### src/rtl/pwr_seq_pkg.sv
// Package: shared state type and control word bit positions for the
// power-down sequencer. Assumes a 9-bit control word.
package pwr_seq_pkg;
    typedef enum logic [1:0] {
        PS_RUN    = 2'd0,
        PS_SLEEP  = 2'd1,
        PS_SETTLE = 2'd2
    } pwr_state_e;

    localparam int CTRL_W  = 9;
    localparam int B_PDREQ = 0;
    localparam int B_WAIT  = 1;
    localparam int B_DLY   = 2;
    localparam int B_IRQEN = 3;
    localparam int B_FLAG  = 4;
    localparam int B_HXT   = 5;
    localparam int B_HIRC  = 6;
    localparam int B_LIRC  = 7;
    localparam int B_PLLOF = 8;
endpackage

### src/rtl/pwr_seq_regs.sv
// Control word storage. Software writes every bit except the wake flag,
// which is write-1-to-clear. Hardware clears the request bit and may set
// the flag when a wake is taken; both hardware actions override a write
// in the same cycle. Assumes a synchronous active-low reset.
module pwr_seq_regs
    import pwr_seq_pkg::*;
(
    input  logic              clk,
    input  logic              rst_n,
    input  logic              wr_en,
    input  logic [CTRL_W-1:0] wr_data,
    input  logic              wake_taken,
    output logic [CTRL_W-1:0] ctrl_q
);
    logic [CTRL_W-1:0] ctrl_d;

    // Next-value logic: software write, then hardware overrides.
    always_comb begin
        ctrl_d = ctrl_q;
        if (wr_en) begin
            for (int i = 0; i < CTRL_W; i++) begin
                if (i != B_FLAG) ctrl_d[i] = wr_data[i];
            end
            if (wr_data[B_FLAG]) ctrl_d[B_FLAG] = 1'b0;
        end
        if (wake_taken) begin
            ctrl_d[B_PDREQ] = 1'b0;
            if (ctrl_q[B_IRQEN]) ctrl_d[B_FLAG] = 1'b1;
        end
    end

    // State register with reset to all zeros.
    always_ff @(posedge clk) begin
        if (!rst_n) ctrl_q <= '0;
        else        ctrl_q <= ctrl_d;
    end
endmodule

### src/rtl/pwr_seq_timer.sv
// Post-wake settle counter. Counts only while active and while the
// selected oscillator reports stable. It raises done on the cycle it
// reaches the terminal count for the selected source. Assumes
// LONG_CYC >= SHORT_CYC >= 1.
module pwr_seq_timer #(
    parameter int LONG_CYC  = 4096,
    parameter int SHORT_CYC = 256
) (
    input  logic clk,
    input  logic rst_n,
    input  logic active,
    input  logic sel_rc,
    input  logic hxt_stable,
    input  logic hirc_stable,
    output logic done
);
    localparam int CW = $clog2(LONG_CYC + 1);
    localparam logic [CW-1:0] LIM_LONG  = CW'(LONG_CYC - 1);
    localparam logic [CW-1:0] LIM_SHORT = CW'(SHORT_CYC - 1);

    logic [CW-1:0] cnt;
    logic          stable_sel;
    logic [CW-1:0] limit;

    // Pick the stable flag and the terminal count of the running source.
    always_comb begin
        stable_sel = sel_rc ? hirc_stable : hxt_stable;
        limit      = sel_rc ? LIM_SHORT : LIM_LONG;
        done       = active && stable_sel && (cnt == limit);
    end

    // Counter: cleared when idle, advances on stable cycles.
    always_ff @(posedge clk) begin
        if (!rst_n || !active) cnt <= '0;
        else if (stable_sel && !done) cnt <= cnt + 1'b1;
    end
endmodule

### src/rtl/pwr_seq_fsm.sv
// Power-mode state machine: running, power-down, settle. Decides entry
// from the request and wait-for-CPU bits, exits on any wake, and flags
// each taken wake (including a cancelled entry) to the register block.
module pwr_seq_fsm
    import pwr_seq_pkg::*;
(
    input  logic       clk,
    input  logic       rst_n,
    input  logic       pd_req,
    input  logic       wait_cpu,
    input  logic       dly_en,
    input  logic       cpu_wfi,
    input  logic       wake_any,
    input  logic       settle_done,
    output pwr_state_e state,
    output logic       wake_taken
);
    pwr_state_e state_d;
    logic       enter;

    // Next-state and wake-taken decode.
    always_comb begin
        enter      = pd_req && (!wait_cpu || cpu_wfi);
        state_d    = state;
        wake_taken = 1'b0;
        unique case (state)
            PS_RUN: begin
                if (enter) begin
                    if (wake_any) begin
                        wake_taken = 1'b1;
                        state_d    = dly_en ? PS_SETTLE : PS_RUN;
                    end else begin
                        state_d = PS_SLEEP;
                    end
                end
            end
            PS_SLEEP: begin
                if (wake_any) begin
                    wake_taken = 1'b1;
                    state_d    = dly_en ? PS_SETTLE : PS_RUN;
                end
            end
            PS_SETTLE: begin
                if (settle_done) state_d = PS_RUN;
            end
            default: state_d = PS_RUN;
        endcase
    end

    // State register, resets into running.
    always_ff @(posedge clk) begin
        if (!rst_n) state <= PS_RUN;
        else        state <= state_d;
    end
endmodule

### src/rtl/pwr_seq_top.sv
// Top of the power-down sequencer. Ties the control word, the mode state
// machine and the settle counter together, and forces oscillator, PLL and
// clock-gate outputs while in power-down. All inputs are assumed to be
// synchronous to clk.
module pwr_seq_top
    import pwr_seq_pkg::*;
#(
    parameter int WAKE_N    = 5,
    parameter int LONG_CYC  = 4096,
    parameter int SHORT_CYC = 256
) (
    input  logic              clk,
    input  logic              rst_n,
    input  logic              wr_en,
    input  logic [CTRL_W-1:0] wr_data,
    input  logic              cpu_wfi,
    input  logic [WAKE_N-1:0] wake_evt,
    input  logic              sysclk_sel,
    input  logic              hxt_stable,
    input  logic              hirc_stable,
    output logic [CTRL_W-1:0] ctrl_rd,
    output logic              hxt_en_o,
    output logic              hirc_en_o,
    output logic              lirc_en_o,
    output logic              pll_pd_o,
    output logic              sysclk_gate_o,
    output logic              pd_active_o,
    output logic              wake_irq_o
);
    logic [CTRL_W-1:0] ctrl_q;
    logic              wake_taken;
    logic              settle_done;
    logic              wake_any;
    pwr_state_e        state;

    assign wake_any = |wake_evt;

    pwr_seq_regs u_regs (
        .clk        (clk),
        .rst_n      (rst_n),
        .wr_en      (wr_en),
        .wr_data    (wr_data),
        .wake_taken (wake_taken),
        .ctrl_q     (ctrl_q)
    );

    pwr_seq_fsm u_fsm (
        .clk         (clk),
        .rst_n       (rst_n),
        .pd_req      (ctrl_q[B_PDREQ]),
        .wait_cpu    (ctrl_q[B_WAIT]),
        .dly_en      (ctrl_q[B_DLY]),
        .cpu_wfi     (cpu_wfi),
        .wake_any    (wake_any),
        .settle_done (settle_done),
        .state       (state),
        .wake_taken  (wake_taken)
    );

    pwr_seq_timer #(
        .LONG_CYC  (LONG_CYC),
        .SHORT_CYC (SHORT_CYC)
    ) u_timer (
        .clk         (clk),
        .rst_n       (rst_n),
        .active      (state == PS_SETTLE),
        .sel_rc      (sysclk_sel),
        .hxt_stable  (hxt_stable),
        .hirc_stable (hirc_stable),
        .done        (settle_done)
    );

    // Output forcing: power-down overrides the fast oscillators and PLL.
    always_comb begin
        pd_active_o   = (state == PS_SLEEP);
        hxt_en_o      = ctrl_q[B_HXT]  && !pd_active_o;
        hirc_en_o     = ctrl_q[B_HIRC] && !pd_active_o;
        lirc_en_o     = ctrl_q[B_LIRC];
        pll_pd_o      = ctrl_q[B_PLLOF] || pd_active_o;
        sysclk_gate_o = (state == PS_RUN);
        wake_irq_o    = ctrl_q[B_FLAG] && ctrl_q[B_IRQEN];
        ctrl_rd       = ctrl_q;
    end
endmodule

### config.mk
export PLATFORM = sky130hd
export DESIGN_NAME = pwr_seq_top
export DESIGN_NICKNAME = d
export VERILOG_FILES = /design/src/rtl/pwr_seq_pkg.sv /design/src/rtl/pwr_seq_regs.sv /design/src/rtl/pwr_seq_timer.sv /design/src/rtl/pwr_seq_fsm.sv /design/src/rtl/pwr_seq_top.sv
export SDC_FILE = /design/constraint.sdc
export NUM_CORES = 1
export LEC_CHECK = 0
export BUFFER_PORTS_ARGS = -buffer_cell sky130_fd_sc_hd__buf_2
export CORE_MARGIN = 8
export CORE_UTILIZATION = 35
export CTS_BUF_LIST = sky130_fd_sc_hd__clkbuf_16
export DETAILED_ROUTE_END_ITERATION = 7
export PLACE_DENSITY = 0.62
export SLEW_MARGIN = 30
export SYNTH_ARGS = -nofsm -noshare
export SYNTH_HDL_FRONTEND = slang
export SYNTH_SLANG_ARGS = --single-unit
### constraint.sdc
create_clock -name clk -period 2.52 [get_ports clk]
set_clock_uncertainty 0.05 [all_clocks]
set_input_delay 0.126 -clock clk [delete_from_list [all_inputs] [get_ports clk]]
set_output_delay 0.126 -clock clk [all_outputs]
set_load 0.01 [all_outputs]
; Word level (Yosys, flattened, before mapping)
; Cells that the tools add are included.
[totals]
reg_bits = 24
input_bits = 21
elab_cells = 47
[op_classes]
n_addsub = 1
eq_ne = 6
n_mux = 15
bitwise_logic = 1
reduce_logical = 19
[op_table]
columns = op, count
row1 = $add 13x1->13 const B, 1
row2 = $eq 13x13->1, 1
row3 = $mux 12, 1
row4 = $mux 2, 5
row5 = $logic_and 1x1->1, 7
row6 = $mux 1, 6
row7 = $pmux 2 s3, 1
row8 = $logic_not 1->1, 5
row9 = $mux 5, 1
row10 = $reduce_or 5->1, 1
row11 = $ne 2x1->1 const B, 2
row12 = $logic_or 1x1->1, 3
row13 = $reduce_and 3->1, 1
row14 = $eq 2x1->1 const B, 1
row15 = $eq 2x2->1 const B, 1
row16 = $logic_not 2->1, 1
row17 = $ne 2x2->1 const B, 1
row18 = $pmux 1 s2, 1
row19 = $reduce_or 2->1, 1
row20 = $not 1->1, 1

; Depth between registers and ports, before layout
[depth]
ltp_word = 6
ltp_mapped = 6
ltp_nobuf = 6

; By module
; A second synthesis with hierarchy kept.
[hier_totals]
cells_unflattened = 133
hier_area_um2 = 1247.4
[by_module_without_submodules]
columns = mod, n_inst, cells_each, area_each_um2
row1 = pwr_seq_timer, 1, 79, 716.9
row2 = pwr_seq_regs, 1, 29, 346.6
row3 = pwr_seq_fsm, 1, 13, 108.9
row4 = pwr_seq_top, 1, 12, 75.1

; Least setup slack after synthesis
; Ideal clock, no wire load.
[synth_path]
kind = flip-flop to flip-flop
start = reg u_timer.cnt[8]
end = reg u_timer.cnt[2]
t_arrival_ns = 1.718
path_slack_ns = 0.636
stages_incl_launch_ff = 5
n_path_buf = 0
period_less_slack_ns = 1.884
path_cell_list = dfxtp_1 > or4_4 > mux2_4 > o31a_1 > a31o_1
[synth_between]
elab_chain_len = 4
[synth_lines]
columns = element, line
row1 = from (decl), pwr_seq_timer.sv:21  ; logic [CW-1:0] cnt;
row2 = from (signal assigned), pwr_seq_timer.sv:35  ; else if (stable_sel && !done) cnt <= cnt + 1'b1;
row3 = $eq 13x13->1, pwr_seq_timer.sv:29  ; done = active && stable_sel && (cnt == limit);
row4 = $logic_and 1x1->1, pwr_seq_timer.sv:29
row5 = $logic_not 1->1, pwr_seq_timer.sv:35
row6 = $logic_and 1x1->1, pwr_seq_timer.sv:35
; Every way passes these cells.
; A chain may end at the register's enable or synchronous reset.

; Worst setup path after layout
[layout_path]
start = reg u_timer.cnt[8]
end = reg u_timer.cnt[5]
; The elaborated chain is that of the path after synthesis.

==> flow_metrics.env <==
export IMPL_n_antenna_cell=0
export IMPL_netlist_instances=130
export IMPL_vias=1038
export IMPL_leakage_nw=0.602
export IMPL_synth_cell_types=38
export IMPL_worstPathArrival_ps=2070
export IMPL_synth_flop_cell="dfxtp_1"
export IMPL_viasPerCell=4.97
export IMPL_status="finished clean"
export IMPL_layout_drive_gt1_share_pct=27.0
export IMPL_use_met1_pct=11.4
export IMPL_cts_max_level=1
export IMPL_die_y_um=74.2
export IMPL_grt_busiest_layer="met2"
export IMPL_timing_fmax_ghz=0.499
export IMPL_fin_crit_sh_pct=79.6
export IMPL_max_vdd_ir_drop_mv=0.229
export IMPL_netlist_area_leader_share_pct=40.5
export IMPL_rows=21
export IMPL_hpwl_um=2070
export IMPL_fin_ws_ps=514
export IMPL_finalSetupViolations=0
export IMPL_maxSlewHeadroom_pct=60.3
export IMPL_numCtsBuffers=3
export IMPL_initial_utilization_pct=35.9
export IMPL_postSynthNetCount=152
export IMPL_coreArea_um2=3310
export IMPL_finalHoldViolations=0
export IMPL_synth_most_common_cell="dfxtp_1"
export IMPL_synth_top_cells_by_area="dfxtp_1 (40%), mux2i_1 (8.4%), nor2b_1 (4.2%)"
export IMPL_slew_viol_final=0
export IMPL_clkLatencyLatePin_ps=260
export IMPL_async_flop_share_pct=0
export IMPL_synth_common_cells="dfxtp_1 (24), nor2_1 (11), mux2i_1 (10)"
export IMPL_ys_seq_area_share_pct=40.5
export IMPL_met3_usage_pct=2.83
export IMPL_area_growth_pct=25.4
export IMPL_synth_edff_count=0
export IMPL_grt_pass1_vias=1010
export IMPL_clock_sinks=24
export IMPL_cts_resized=0
export IMPL_worstSetupPathType="reg -> reg"
export IMPL_cp_max_fo=7
export IMPL_cp_data_required_time_ps=2590
export IMPL_finalSetupTns_ps=0
export IMPL_crit_path_end_kind="register"
export IMPL_cts_hold_buf=0
export IMPL_worstHoldPathType="in -> reg"
export IMPL_dp_slack_ps=544
export IMPL_synth_area_per_cell_um2=9.13
export IMPL_antenna_found_initial=0
export IMPL_drtAntennaViolNets=0
export IMPL_cts_tree="done"
export IMPL_wl_per_cell_um=13.2
export IMPL_fin_area_um2=1490
export IMPL_drc=0
export IMPL_tightest_slew_ps=580
export IMPL_yosys_warnings=0
export IMPL_gr_usage_all_layers_pct=10.5
export IMPL_wirelength_um=2770
export IMPL_post_cts_buffers=0
export IMPL_rsz0062_at_grt="false"
export IMPL_use_met2_pct=17.5
export IMPL_finalCriticalPeriod_ps=2010
export IMPL_clkTransAtPathRegs_ps=60
export IMPL_placement_io_buffers=36
export IMPL_syn_cell_area_um2=1190
export IMPL_powerDensity_nw_per_um2=619
export IMPL_grt_max_degree=15
export IMPL_grt_pass1_wl_um=4510
export IMPL_cap_violations=0
export IMPL_cts_max_path_buffers=2
export IMPL_ios=37
export IMPL_ys_ff_latch=24
export IMPL_first_iter_violations=51
export IMPL_first_pass_iters=4
export IMPL_grt_overflow_total=0
export IMPL_place_gp_congestion=0.795
export IMPL_cp_start_kind="register"
export IMPL_die_w_um=74.2
export IMPL_placed_cell_area_um2=1380
export IMPL_root_buffer="clkbuf_16"
export IMPL_dieArea_um2=5510
export IMPL_yosysTopAreaCell="dfxtp_1"
export IMPL_nNetsFinal=186
registers in the layout, summed over array words and instances (netlist names):
signal,count
u_fsm.state,2
u_regs.ctrl_q,9
u_timer.cnt,13
routing by layer:
layer / wire, um / share of wire, %
met1: 1140 / 41
met2: 1450 / 52
met3: 108 / 3.9
met4: 74 / 2.7
met5: 0 / 0
final timing paths:
check / slack (ps) / cells after the start / from / end
worst max-delay path: 510 / 5 / u_timer.cnt[8] / u_timer.cnt[5]
worst min-delay path: 70 / 3 / wr_data[7] / u_regs.ctrl_q[7]
worst max register to register: 510 / 5 / u_timer.cnt[8] / u_timer.cnt[5]
worst min register to register: 440 / 2 / u_regs.ctrl_q[2] / u_fsm.state[1]
worst max-delay path, stage by stage (launching register included):
cell,delay (ps)
dfxtp_1,360
or4_4,550
mux2_4,320
o31ai_4,360
or4_1,160
a21oi_1,60
power by group:
group	total [mW]	internal, mW	switching, mW
Combinational	0.0767	0.0382	0.0386
Clock	0.451	0.316	0.136
Sequential	0.394	0.388	0.00600
logic make-up after synthesis:
group	share of synthesized area [%]
compound gates	13.4
xor+xnor	5.16
fa+ha+maj	1.05
buf+inv	4.11
flops	40.5
mux	9.69
simple gates	26.1
stage by stage:
stage	power, mW	hold WS [ps]	cells	utilization [%]
after detailed placement	0.480	341	205	41.8
after CTS	0.935	75.0	209	45.0
final	0.922	72.9	209	45.0
after floorplan	0.450	243	130	-
after global routing	0.959	91.0	209	45.0
after global placement	0.477	332	205	41.8
layout by cell type, fill, tap and decap left out, types with 4 or more instances in the layout:
cell / synthesis / routed
nor3_1: 4 / 4
buf_2: 0 / 36
nand2_1: 8 / 8
xnor2_1: 4 / 4
mux2i_1: 10 / 10
nor2b_1: 8 / 8
nor2_1: 11 / 11
a21oi_1: 6 / 6
nand3_1: 4 / 4
dfxtp_1: 24 / 24
cell type report:
class,count,area (um2)
Sequential cell,24,480
Inverter,2,7.51
Multi-Input combinational cell,97,658
Clock inverter,1,30.0
Fill cell,346,1820
Tap cell,46,57.6
Timing Repair Buffer,36,180
Clock buffer,3,75.1
Power figures use the tool's default switching activity.
